<file path="config.mk">
export PLATFORM = sky130hd
export DESIGN_NAME = hbridge_guard
export DESIGN_NICKNAME = d
export VERILOG_FILES = /design/src/rtl/hbg_pkg.sv /design/src/rtl/hbg_dp.sv /design/src/rtl/hbg_ctrl.sv /design/src/rtl/hbridge_guard.sv
export SDC_FILE = /design/constraint.sdc
export NUM_CORES = 1
export LEC_CHECK = 0
export ABC_AREA = 1
export ABC_CLOCK_PERIOD_IN_PS = 1800
export BUFFER_PORTS_ARGS = -buffer_cell sky130_fd_sc_hd__buf_2
export CORE_MARGIN = 2
export CORE_UTILIZATION = 40
export DETAILED_ROUTE_END_ITERATION = 16
export GPL_TIMING_DRIVEN = 0
export MAX_ROUTING_LAYER = met4
export SLEW_MARGIN = 0
export SYNTH_ARGS = -nofsm -noshare
export SYNTH_HDL_FRONTEND = slang
export SYNTH_SLANG_ARGS = --single-unit
</file>
<file path="constraint.sdc">
create_clock -name clk -period 1.8 [get_ports clk]
set_input_delay 0.36 -clock clk [delete_from_list [all_inputs] [get_ports clk]]
set_output_delay 0.36 -clock clk [all_outputs]
set_load 0.01 [all_outputs]
</file>
<file path="src/rtl/hbg_pkg.sv">
`timescale 1ns/1ps
package hbg_pkg;

  // control -> datapath strobes
  typedef struct packed {
    logic ocClr;      // drop the overcurrent persistence count
    logic retryLoad;  // start the retry period
    logic dwellLoad;  // start the mode dwell period
    logic uvClr;      // undervoltage: zero every timer
  } hbgStrobe_t;

  // datapath -> control conditions
  typedef struct packed {
    logic ocLong;     // a flag persisted past the deglitch window
    logic retryZero;  // retry timer expired
    logic dwellIdle;  // dwell timer expired
    logic tempHot;    // code above the shutdown threshold
    logic tempCool;   // code below the release threshold
  } hbgDpStat_t;

  localparam int STAT_W = 8;

endpackage

</file>
<file path="src/rtl/hbg_dp.sv">
`timescale 1ns/1ps
module hbg_dp
  import hbg_pkg::*;
#(
  parameter int NFET      = 4,
  parameter int OC_DEG    = 250,
  parameter int RETRY_CYC = 1000000,
  parameter int DWELL_CYC = 250000,
  parameter int TEMP_W    = 8,
  parameter int TSD_HOT   = 160,
  parameter int TSD_HYS   = 50
) (
  input  logic              clk,
  input  logic              rstN,
  input  logic [NFET-1:0]   ocFlag,
  input  logic [TEMP_W-1:0] dieTemp,
  input  hbgStrobe_t        strb,
  output hbgDpStat_t        dpStat
);

  localparam int OCW = $clog2(OC_DEG + 1);
  localparam int RTW = $clog2(RETRY_CYC + 1);
  localparam int DWW = $clog2(DWELL_CYC + 1);
  localparam logic [OCW-1:0]    OC_LIM  = OCW'(OC_DEG);
  localparam logic [RTW-1:0]    RT_LOAD = RTW'(RETRY_CYC - 1);
  localparam logic [DWW-1:0]    DW_LOAD = DWW'(DWELL_CYC - 1);
  localparam logic [TEMP_W-1:0] HOT_T   = TEMP_W'(TSD_HOT);
  localparam logic [TEMP_W-1:0] COOL_T  = TEMP_W'(TSD_HOT - TSD_HYS);

  logic           ocAny;
  logic [OCW-1:0] ocCnt;
  logic [RTW-1:0] retryCnt;
  logic [DWW-1:0] dwellCnt;

  assign ocAny = |ocFlag;

  // persistence counter: any low sample or a control clear restarts it
  always_ff @(posedge clk or negedge rstN) begin
    if (!rstN)                  ocCnt <= '0;
    else if (strb.ocClr || !ocAny) ocCnt <= '0;
    else if (ocCnt != OC_LIM)   ocCnt <= ocCnt + OCW'(1);
  end

  always_ff @(posedge clk or negedge rstN) begin
    if (!rstN)                  retryCnt <= '0;
    else if (strb.uvClr)        retryCnt <= '0;
    else if (strb.retryLoad)    retryCnt <= RT_LOAD;
    else if (retryCnt != '0)    retryCnt <= retryCnt - RTW'(1);
  end

  always_ff @(posedge clk or negedge rstN) begin
    if (!rstN)                  dwellCnt <= '0;
    else if (strb.uvClr)        dwellCnt <= '0;
    else if (strb.dwellLoad)    dwellCnt <= DW_LOAD;
    else if (dwellCnt != '0)    dwellCnt <= dwellCnt - DWW'(1);
  end

  always_comb begin
    dpStat.ocLong    = ocAny && (ocCnt == OC_LIM);
    dpStat.retryZero = (retryCnt == '0);
    dpStat.dwellIdle = (dwellCnt == '0);
    dpStat.tempHot   = dieTemp > HOT_T;
    dpStat.tempCool  = dieTemp < COOL_T;
  end


  oc_cnt_bound_chk: assert property (@(posedge clk) disable iff (!rstN)
    ocCnt <= OC_LIM);

endmodule

</file>
<file path="src/rtl/hbg_ctrl.sv">
`timescale 1ns/1ps
module hbg_ctrl
  import hbg_pkg::*;
(
  input  logic              clk,
  input  logic              rstN,
  input  logic              drvWake,
  input  logic              regEn,
  input  logic              uvFlag,
  input  logic              ovFlag,
  input  logic              statClr,
  input  hbgDpStat_t        dpStat,
  output hbgStrobe_t        strb,
  output logic              bridgeOff,
  output logic              logicRst,
  output logic              regOn,
  output logic              drvActive,
  output logic [STAT_W-1:0] faultStat
);

  logic       uvQ, ovLive, tsdLive, retryActive;
  logic [1:0] modeQ, modeReq;
  logic [3:0] stickyQ, stickySet;   // [0] oc, [1] thermal, [2] uv, [3] ov
  logic       ocTrip, modeChange, tsdNext;

  assign modeReq    = {drvWake, regEn};
  assign ocTrip     = dpStat.ocLong && !retryActive && !uvFlag;
  assign modeChange = !uvFlag && dpStat.dwellIdle && (modeReq != modeQ);

  always_comb begin
    strb.ocClr     = uvFlag || retryActive || ocTrip;
    strb.retryLoad = ocTrip;
    strb.dwellLoad = modeChange;
    strb.uvClr     = uvFlag;
  end

  always_comb begin
    tsdNext = tsdLive;
    if (dpStat.tempHot)       tsdNext = 1'b1;
    else if (dpStat.tempCool) tsdNext = 1'b0;
  end

  // uvQ high with the flag now low marks the release edge
  assign stickySet = {ovFlag, uvQ, dpStat.tempHot, ocTrip};

  always_ff @(posedge clk or negedge rstN) begin
    if (!rstN) begin
      uvQ         <= 1'b0;
      ovLive      <= 1'b0;
      tsdLive     <= 1'b0;
      retryActive <= 1'b0;
      modeQ       <= 2'b00;
      stickyQ     <= '0;
    end else if (uvFlag) begin
      uvQ         <= 1'b1;
      ovLive      <= 1'b0;
      tsdLive     <= 1'b0;
      retryActive <= 1'b0;
      modeQ       <= 2'b00;
      stickyQ     <= '0;
    end else begin
      uvQ     <= 1'b0;
      ovLive  <= ovFlag;
      tsdLive <= tsdNext;
      if (ocTrip)                               retryActive <= 1'b1;
      else if (retryActive && dpStat.retryZero) retryActive <= 1'b0;
      if (modeChange) modeQ <= modeReq;
      stickyQ <= (statClr ? 4'b0000 : stickyQ) | stickySet;
    end
  end

  assign regOn     = modeQ[0];
  assign drvActive = modeQ[1];
  assign logicRst  = uvQ;
  assign bridgeOff = uvQ || ovLive || tsdLive || retryActive || !modeQ[1];
  assign faultStat = {stickyQ, ovLive, uvQ, tsdLive, retryActive};


  uv_quiet_chk: assert property (@(posedge clk) disable iff (!rstN)
    uvFlag |=> (logicRst && bridgeOff && !regOn && !drvActive && faultStat == 8'h04));


  oc_trip_chk: assert property (@(posedge clk) disable iff (!rstN)
    (dpStat.ocLong && !retryActive && !uvFlag) |=> (retryActive && bridgeOff));


  retry_hold_chk: assert property (@(posedge clk) disable iff (!rstN)
    (retryActive && !dpStat.retryZero && !uvFlag) |=> retryActive);


  dwell_gate_chk: assert property (@(posedge clk) disable iff (!rstN)
    !$stable(modeQ) |-> ($past(dpStat.dwellIdle) || $past(uvFlag)));


  tsd_set_chk: assert property (@(posedge clk) disable iff (!rstN)
    (dpStat.tempHot && !uvFlag) |=> (faultStat[1] && bridgeOff));

endmodule

</file>
<file path="src/rtl/hbridge_guard.sv">
`timescale 1ns/1ps
module hbridge_guard
  import hbg_pkg::*;
#(
  parameter int NFET      = 4,
  parameter int OC_DEG    = 250,
  parameter int RETRY_CYC = 1000000,
  parameter int DWELL_CYC = 250000,
  parameter int TEMP_W    = 8,
  parameter int TSD_HOT   = 160,
  parameter int TSD_HYS   = 50
) (
  input  logic              clk,
  input  logic              rstN,
  input  logic              drvWake,
  input  logic              regEn,
  input  logic [NFET-1:0]   ocFlag,
  input  logic [TEMP_W-1:0] dieTemp,
  input  logic              uvFlag,
  input  logic              ovFlag,
  input  logic              statClr,
  output logic              bridgeOff,
  output logic              logicRst,
  output logic              regOn,
  output logic              drvActive,
  output logic [7:0]        faultStat
);

  hbgStrobe_t strb;
  hbgDpStat_t dpStat;

  hbg_dp #(
    .NFET(NFET), .OC_DEG(OC_DEG), .RETRY_CYC(RETRY_CYC), .DWELL_CYC(DWELL_CYC),
    .TEMP_W(TEMP_W), .TSD_HOT(TSD_HOT), .TSD_HYS(TSD_HYS)
  ) dp_i (
    .clk(clk), .rstN(rstN), .ocFlag(ocFlag), .dieTemp(dieTemp),
    .strb(strb), .dpStat(dpStat)
  );

  hbg_ctrl ctrl_i (
    .clk(clk), .rstN(rstN), .drvWake(drvWake), .regEn(regEn),
    .uvFlag(uvFlag), .ovFlag(ovFlag), .statClr(statClr), .dpStat(dpStat),
    .strb(strb), .bridgeOff(bridgeOff), .logicRst(logicRst), .regOn(regOn),
    .drvActive(drvActive), .faultStat(faultStat)
  );


  sleep_off_chk: assert property (@(posedge clk) disable iff (!rstN)
    !drvActive |-> bridgeOff);

endmodule

</file>
# Yosys cells after proc, flatten, opt, wreduce, memory -nomap -nowiden
# Index checks and enable logic that the tools add are counted.
[word_totals] elab_cells=66 register_bits=56 input_bits=19
[op_classes] n_eq_ne=3 bitwise=1 order_cmp=2 mux=20 n_addsub=3 reduce_logical=28
[op_table] operator="2-to-1 mux 20 bit" n=3
[op_table] operator="2-to-1 mux 18 bit" n=3
[op_table] operator="zero test 20 bit" n=1
[op_table] operator="nonzero test 20 bit" n=1
[op_table] operator="subtractor 20 x 1 -> 20 bit (second input constant)" n=1
[op_table] operator="zero test 18 bit" n=1
[op_table] operator="nonzero test 18 bit" n=1
[op_table] operator="subtractor 18 x 1 -> 18 bit (second input constant)" n=1
[op_table] operator="2-to-1 mux 8 bit" n=2
[op_table] operator="nonzero test 3 bit" n=4
[op_table] operator="adder 8 x 1 -> 8 bit (second input constant)" n=1
[op_table] operator="equality test 8 bit (second input constant)" n=1
[op_table] operator="greater-than comparator 8 bit (second input constant)" n=1
[op_table] operator="less-than comparator 8 x 7 -> 1 bit (second input constant)" n=1
[op_table] operator="2-to-1 mux 1 bit" n=8
[op_table] operator="2-to-1 mux 4 bit" n=2
[op_table] operator="inequality test 8 bit (second input constant)" n=1
[op_table] operator="logical OR 1 bit" n=7
[op_table] operator="logical AND 1 bit" n=6
[op_table] operator="zero test 1 bit" n=4
[op_table] operator="2-to-1 mux 2 bit" n=2
[op_table] operator="bitwise OR 4 bit" n=1
[op_table] operator="nonzero test 2 bit" n=2
[op_table] operator="OR reduction 4 bit" n=1
[op_table] operator="inequality test 2 bit" n=1

# Longest topological paths before layout
# Gate-level depths: netlist of run 1.
[depth] ltp_word=7 ltp_mapped=10 mapped_depth_nobuf=10

# Modules after synthesis
# From an unflattened synthesis of run 1, not the netlist that was laid out.
[hier_totals] hier_cells=503 hier_area_um2=3450.8
[by_module_without_submodules] mod="hbg_dp" area_each_um2=2957.8 cells_per_inst=442 n_inst=1
[by_module_without_submodules] mod="hbg_ctrl" area_each_um2=493.0 cells_per_inst=61 n_inst=1

# Worst setup path after synthesis of run 1
# OpenSTA, ideal clock, no wires.
[synth_path] path_kind="register to register" start="reg dp_i.dwellCnt[0]" end="reg dp_i.dwellCnt[10]" path_buffers=1 period_less_slack_ps=1565 setup_ps=120 arrival_time_ps=1444 path_slack_ps=235 stages_incl_launch_ff=11 path_cell_list="dfrtp_1 -> inv_1 -> ha_1 -> nand2_2 -> nor2_4 -> nand2_4 -> nor2_8 -> nand3_4 -> buf_6 -> nand3b_1 -> nor2_1"
[synth_via] elab_chain_len=5 word_cells_on_any_way=9 classes_between="1 x add/sub; 3 x mux; 5 x reduce/logical"
[synth_lines] item="start: declaration" line_no="hbg_dp.sv:33" text="logic [DWW-1:0] dwellCnt;"
[synth_lines] item="start signal: assignment" line_no="hbg_dp.sv:55" text="else if (dwellCnt != '0) dwellCnt <= dwellCnt - DWW'(1);"
[synth_lines] item="parallel branches: the longest is 5 deep, another holds subtractor 18 x 1 -> 18 bit"
# Parallel ways; which one is timed is not known. The select of a mux whose other input is x is not followed.
# A chain may end at the register's enable or synchronous reset.

# Final worst setup path of run 1
[layout_path] start="reg dp_i.dwellCnt[0]" end="reg dp_i.dwellCnt[11]"
# The elaborated chain is that of the path after synthesis.

==> impl_summary.txt, run 1 <==
----------------------------------------------------
[Status]
  Result of the run ... finished, final reports clean

[Die]
  Full die area ... slightly above 9000 µm²
  I/O pin cnt ... 31
  Floorplan row count ... 33
  Core ar. ... approximately 8000 µm²
  Chip Width ... approximately 95 µm
  Die span in y ... between 90 and 100 µm
  Initial core utilization ... approximately two fifths

[Logic synthesis]
  Share of Yosys cell area claimed by the top area cell type ... about two fifths
  Avg Synthesized Cell Area ... ~7.5 µm²
  Unique masters post-synth ... 35
  Synthesized instance count ... 446
  Register bit total from synthesis ... 56
  Cells taking the most area after synthesis ... dfrtp_1, nand2_1, nor2_1, inv_1, nand3_1
  Sequential area share after synthesis ... a little over two fifths
  Cell type with the highest aggregate area in the netlist ... dfrtp_1
  Post-synthesis instance area ... 3347 µm²
  Post-synth net total ... 470
  Yosys warns ... 0

[STA]
  Worst Skew ... about 0.021 ns
  Unrepaired setup endpoints after global routing ... true
  Maximum frequency from static timing analysis ... 591.0 MHz
  Worst Hold Margin ... 0.05790 ns
  Post-route worst setup slack ... about 0.11 ns
  Final hold violation count ... 0
  Worst rel slew slack ... between 50% and 60%
  Number of pins with negative max-slew slack in the final report ... 0
  Fin Setup TNS ... 0 ns
  Post-route fraction of the period consumed by the critical path ... between 90% and 100%
  Worst Max-Slew Pin Slew ... a little over 0.7 ns
  Final setup violation count ... 0
  Min cycle time layout ... 1.692 ns

[Clocking]
  Insertion delay of the later-clocked pin in the worst-skew pair ... between 0.3 and 0.4 ns
  Root Buffer ... clkbuf_8
  Clock transition time at the flip-flop clock pins of the worst setup and hold paths ... ~0.12 ns
  CTS tree ... done
  Count of H-tree levels built during CTS ... 2
  Num CTS Buffers ... 5
  CTS hold repair buffers ... 0
  # clock sinks ... 56
  CTS Buffer Depth ... 2

[Setup path]
  Category of the most critical setup path ... register to register
  Endpoint arrival time on the critical path ... 1.90 ns
  CP Launch Type ... register
  Largest driver fanout on the critical path ... 10
  Cell with the largest stage delay on the worst path ... dfrtp_1
  Peak per-stage delay on the critical path ... around 0.41 ns
  Critical Path RT ... approximately 2.0 ns
  Critical path, cell by cell ... inv_2, ha_4, nand2_2, nor2_4, nand2_4, nor2_8, nand3_4, buf_6, nand3b_1, nor2_1
  Element type at the critical path end ... register

[Finish]
  Inserted Diodes ... 0
  Area overhead of the layout relative to synthesis ... 13.12%
  Final layout net count ... 508
  Fraction of final layout cells with drive strength greater than 1 ... approximately 18%
  Final core area utilization ... 46.31%
  Most used cells in the layout excluding fill and tap cells ... nand2_1, nor2_1, dfrtp_1
  Most common cell after layout, fill and taps aside ... nand2_1

[Power]
  Share of total power in combinational logic ... 54.5%
  Overall Power ... 5.844 mW
  Total internal power ... slightly above 3 mW
  Net switching fraction of the power ... 47.55%
  Reported leakage power ... 1.948 nW
  Power density over the cells ... 1543 nW/µm²
  Peak supply drop ... a little under 0.0006 V
  Part of the power in the clock network ... around an eighth
  Sequential share of power ... about a third
  Switch Pwr ... 2.779 mW

[Routing]
  Total length of routed met3 wires ... 242 µm
  Routed length on met2 ... approximately 3800 µm
  Number of vias per cell ... between 4 and 5
  DRT antenna net count ... 0
  Metal1 wirelength ... 3417 µm
  Number of design-rule violations left by the first detailed-router iteration ... 88
  Total via count in the routed design ... about 2900
  Detailed-route wire length ... 7518 µm
  First-pass detailed-route iteration total ... 5
  Top metal layer carrying routed signals ... met4
  DRC Markers ... 0
  Routed wire length per instance ... roughly 13 µm

[Placement]
  Placed wire-length estimate after detailed placement ... roughly 5600 µm
  Worst setup slack before clock tree synthesis ... -0.02762 ns
  Final GP Congestion ... 0.9139
  IO Port Bufs ... 30

[Global routing]
  Via count of the first global-routing pass ... 2776
  Antenna violations before repair ... 0
  Pin count of the biggest net entering global routing ... 57
  Global-route wire length before repair ... 12880 µm
  Overall overflow remaining after global route ... 0
  Global-route usage over all layers ... a little under a fifth

[Min path]
  Worst Hold Class ... input pin to asynchronous set/reset pin

[Job]
  Number of maximum-capacitance violations ... 0

----------------------------------------------------
-- state kept, by name (all words and copies together) (netlist names) --
| signal | flops |
|---|---|
| ctrl_i.logicRst | 1 |
| ctrl_i.modeQ | 2 |
| ctrl_i.ovLive | 1 |
| ctrl_i.retryActive | 1 |
| ctrl_i.stickyQ | 4 |
| ctrl_i.tsdLive | 1 |
| dp_i.dwellCnt | 18 |
| dp_i.ocCnt | 8 |
| dp_i.retryCnt | 20 |
-- critical path, delay by kind of cell, from the launching register on --
kind                     cells  cell delay, ns
AND/OR/NAND/NOR              7            0.71
flip-flops                   1            0.41
buffers and inverters        2            0.26
adder cells (fa/ha/maj)      1            0.17
-- routing by layer --
| metal | track usage [%] | vias to the layer above |
|---|---|---|
| li1 | - | 1495 |
| met1 | 23.28 | 1359 |
| met2 | 31.75 | 34 |
| met3 | 3.162 | 6 |
| met4 | 5.238 | 0 |
| met5 | - | - |
-- cells in the mapped netlist --
cell / n
nor2_2: 8
nor2_8: 2
or2_2: 2
a21oi_2: 2
nor2_4: 5
nor3_2: 1
buf_2: 3
nand2_2: 3
nor2_1: 84
o31ai_1: 1
nand3b_1: 6
nand2_4: 2
dfrtp_1: 56
a21oi_4: 1
inv_1: 48
o21ai_0: 6
nand2_1: 97
nand3_2: 1
nand3_1: 35
buf_6: 1
inv_2: 1
nand3_4: 1
o21ai_4: 1
o21bai_1: 1
ha_1: 5
or2_1: 1
o21ai_1: 1
nor3b_1: 3
and3_1: 3
nand4_1: 7
nor3_1: 19
xor2_1: 5
buf_4: 5
a21oi_1: 23
xnor2_1: 6
-- metrics by stage --
| stage | cell area (µm²) | std cells |
|---|---|---|
| 3_3_place_gp | 3628 | 581 |
| 3_5_place_dp | 3628 | 581 |
| 6_report | 3786 | 590 |
| 4_1_cts | 3737 | 589 |
| 5_1_grt | 3786 | 590 |
| 2_1_floorplan | 3347 | 446 |
-- power groups by stage --
stage / Combinational [mW] / Sequential, mW / Clock, mW
2_1_floorplan: 2.51 / 1.86 / 0
3_3_place_gp: 3.02 / 1.92 / 0
3_5_place_dp: 3.07 / 1.93 / 0
4_1_cts: 3.12 / 1.91 / 0.783
5_1_grt: 3.66 / 1.97 / 0.827
6_report: 3.19 / 1.91 / 0.747
-- cell families after synthesis --
family / Yosys count / share of synthesized area (%)
AOI/OAI and AO/OA: 36 / 6.430
xor gates and xnor gates: 11 / 2.878
adders and majority gates: 5 / 1.869
buffers and inverters: 58 / 7.402
DFF: 56 / 41.87
and+or+nand+nor: 280 / 39.55
-- path summary, 6_finish.rpt --
| path | from | to | slack [ns] | cells after the start |
|---|---|---|---|---|
| max | dp_i.dwellCnt[0]$_DFFE_PN0P_ | dp_i.dwellCnt[11]$_DFFE_PN0P_ | 0.11 | 10 |
| min | rstN | dp_i.dwellCnt[14]$_DFFE_PN0P_ | 0.06 | 1 |
| max reg2reg | dp_i.dwellCnt[0]$_DFFE_PN0P_ | dp_i.dwellCnt[11]$_DFFE_PN0P_ | 0.11 | 10 |
| min reg2reg | dp_i.ocCnt[0]$_DFFE_PN0P_ | dp_i.ocCnt[0]$_DFFE_PN0P_ | 0.50 | 1 |
| max in group asynchronous | rstN | dp_i.retryCnt[1]$_DFFE_PN0P_ | 1.24 | 1 |
| min in group clk | uvFlag | ctrl_i.logicRst$_DFF_PN0_ | 0.17 | 1 |
-- cell type report --
cell class | count | area [µm²]
multi-input combinational | 332 | 1739
clock buffer | 5 | 68.82
fill | 839 | 4389
clock inverter | 3 | 25.02
buffer | 9 | 63.81
inverter | 49 | 183.9
tap | 105 | 131.4
timing repair buffer | 31 | 172.7
sequential | 56 | 1401
-- what timing repair did --
item,in CTS,in global routing
pin swaps,0,3
endpoints found under the setup margin,20,30
setup buffers,0,1
resized for setup,3,9
cloned,0,0
Power figures use the tool's default switching activity.
==> run 2: changes to the inputs <==
--- a/config.mk
+++ b/config.mk
@@ -9,10 +9,12 @@
 export ABC_CLOCK_PERIOD_IN_PS = 1800
 export BUFFER_PORTS_ARGS = -buffer_cell sky130_fd_sc_hd__buf_2
 export CORE_MARGIN = 2
-export CORE_UTILIZATION = 40
+export CORE_UTILIZATION = 50
 export DETAILED_ROUTE_END_ITERATION = 16
 export GPL_TIMING_DRIVEN = 0
 export MAX_ROUTING_LAYER = met4
+export PLACE_DENSITY = 0.69
+export SKIP_CTS_REPAIR_TIMING = 1
 export SLEW_MARGIN = 0
 export SYNTH_ARGS = -nofsm -noshare
 export SYNTH_HDL_FRONTEND = slang
==> run 2 against run 1 <==
Against the previous run: via count grew 1.3%; clock power shrank 4.0%; flip-flop and latch count is the same; cell count shrank 4.2%; register-to-register slack is essentially flat; first-iteration DRC count grew 100%; global-route usage grew 2.8 points.
==> impl_summary.txt, run 2 (synthesis results as in run 1) <==
----------------------------------------------------
[Status]
  Result of the run ... finished, final reports clean

[STA]
  Final setup violation count ... 0
  Fin Setup TNS ... 0 ns
  Worst Max-Slew Pin Slew ... approximately 0.70 ns
  Post-route fraction of the period consumed by the critical path ... just over 90%
  Maximum frequency from static timing analysis ... about 590 MHz
  Final hold violation count ... 0
  Number of pins with negative max-slew slack in the final report ... 0
  Worst Hold Margin ... 0.07551 ns
  Worst rel slew slack ... a little over half
  Worst Skew ... between 0.005 and 0.006 ns
  Min cycle time layout ... between 1.5 and 2 ns

[Die]
  I/O pin cnt ... 31
  Full die area ... between 7000 and 8000 µm²
  Chip Width ... around 86 µm
  Die span in y ... roughly 86 µm
  Floorplan row count ... 29
  Initial core utilization ... 52.11%
  Core ar. ... roughly 6400 µm²

[Setup path]
  Endpoint arrival time on the critical path ... about 1.9 ns
  CP Launch Type ... register
  Peak per-stage delay on the critical path ... 0.39 ns
  Worst path top cell family by delay ... simple AND/OR/NAND/NOR gates
  Critical Path RT ... about 2 ns
  Category of the most critical setup path ... register to register
  Element type at the critical path end ... register
  Worst path bufs/invs ... 1
  Cell with the largest stage delay on the worst path ... dfrtp_1
  Critical path, cell by cell ... inv_1, ha_4, nand2_2, nor2_4, nand2_4, nor2_4, nand3_4, nand2_2, a21oi_1
  Largest driver fanout on the critical path ... 4

[Power]
  Reported leakage power ... 1.954 nW
  Peak supply drop ... roughly 0.00060 V
  Overall Power ... just under 6 mW
  Power density over the cells ... ~1500 nW/µm²

[Finish]
  Fraction of final layout cells with drive strength greater than 1 ... 18.03%
  Inserted Diodes ... 0
  Total of fill cells in the finished design ... just under 600
  Largest register by flop count ... dp_i.retryCnt
  Most common cell after layout, fill and taps aside ... nand2_1
  Area overhead of the layout relative to synthesis ... 12.60%
  Seq. cell area ... 1401 µm²
  Cell Count, Final, Fillers Out ... ~570
  Final instance area ... 3769 µm²
  Multi-input combinational cell area ... 1755 µm²
  Biggest registers after layout ... dp_i.retryCnt (20), dp_i.dwellCnt (18), dp_i.ocCnt (8)
  Final layout net count ... about 510
  Most used cells in the layout excluding fill and tap cells ... nand2_1, nor2_1, dfrtp_1
  Number of flip-flops in the largest register ... 20

[Job]
  Number of maximum-capacitance violations ... 0

[Global routing]
  Via count of the first global-routing pass ... approximately 2800
  Global-route wire length before repair ... roughly 12000 µm
  Antenna violations before repair ... 0
  Global-route usage over all layers ... 21.62%
  Pin count of the biggest net entering global routing ... 57
  Overall overflow remaining after global route ... 0

[Clocking]
  CTS Buffer Depth ... 2
  Count of H-tree levels built during CTS ... 2
  Insertion delay of the later-clocked pin in the worst-skew pair ... 0.32 ns
  Num CTS Buffers ... 5
  CTS tree ... done
  Root Buffer ... clkbuf_8
  Clock transition time at the flip-flop clock pins of the worst setup and hold paths ... around 0.10 ns
  # clock sinks ... between 50 and 60

[Routing]
  Detailed-route wire length ... 7136 µm
  Number of design-rule violations left by the first detailed-router iteration ... 179
  Routed wire length per instance ... roughly 13 µm
  Number of vias per cell ... 5.188
  Total via count in the routed design ... 2931
  DRC Markers ... 0
  First-pass detailed-route iteration total ... 4
  DRT antenna net count ... 0

[Placement]
  Final GP Congestion ... between 0.8 and 0.9
  Total placed instance area ... 3593 µm²
  IO Port Bufs ... 30
  # placed instances ... roughly 550
  Placed wire-length estimate after detailed placement ... 5240 µm

[Min path]
  Worst Hold Class ... input pin to asynchronous set/reset pin

----------------------------------------------------
[run 2: cell types whose count changed in the layout (fill, tap and decap cells not counted), sizes merged]
cell | before | now
buf | 40 | 42
inv | 51 | 49
clkinv | 0 | 1
clkinvlp | 1 | 2
nand2 | 102 | 103
[run 2: final timing paths]
kind / from / slack, ns / endpoint / cells past startpoint
setup / recovery: dp_i.dwellCnt[0]$_DFFE_PN0P_ / 0.12 / dp_i.dwellCnt[14]$_DFFE_PN0P_ / 9
hold / removal: rstN / 0.08 / dp_i.dwellCnt[11]$_DFFE_PN0P_ / 1
setup reg to reg: dp_i.dwellCnt[0]$_DFFE_PN0P_ / 0.12 / dp_i.dwellCnt[14]$_DFFE_PN0P_ / 9
hold reg to reg: dp_i.ocCnt[0]$_DFFE_PN0P_ / 0.51 / dp_i.ocCnt[0]$_DFFE_PN0P_ / 1
max in group asynchronous: rstN / 1.25 / dp_i.ocCnt[2]$_DFFE_PN0P_ / 1
min in group clk: uvFlag / 0.17 / ctrl_i.logicRst$_DFF_PN0_ / 1
[run 2: per-layer routing]
layer | share of wire (%) | GRT usage [%] | vias to the layer above
met5 | 0 | - | -
met4 | 0.88 | 4.762 | 0
met3 | 4.4 | 3.176 | 5
met2 | 45 | 33.31 | 64
met1 | 50 | 30.57 | 1355
li1 | - | - | 1507
[run 2: area by class of cell]
cell class              instances  share of cell area, %
plain buffers                   9                  1.693
clock buffers                   5                  1.826
clock inverters                 3                 0.6308
inverters                      49                  4.880
multi-input cells             333                  46.58
flip-flops and latches         56                  37.18
well taps                      77                  2.556
repair buffers                 33                  4.648
[run 2: worst reg2reg max path: cells and delay by family (launching register included)]
family	cells	cell delay (ns)
flops	1	0.39
buf+inv	1	0.14
compound gates	1	0.05
simple gates	6	0.81
fa+ha+maj	1	0.19
[run 2: report_power, final]
| group | internal (mW) | leakage (nW) | switching (mW) |
|---|---|---|---|
| clock network | 0.277 | 0.0404 | 0.441 |
| logic | 1.21 | 1.16 | 2.00 |
| registers | 1.59 | 0.751 | 0.325 |
[run 2: stage by stage]
step | setup WS, ns | util [%]
global placement | 0.03397 | 55.95
finish | 0.1183 | 58.68
detailed placement | -0.00003753 | 55.95
CTS | -0.02232 | 57.39
global route | -0.001205 | 58.68
floorplan | 0.2354 | -
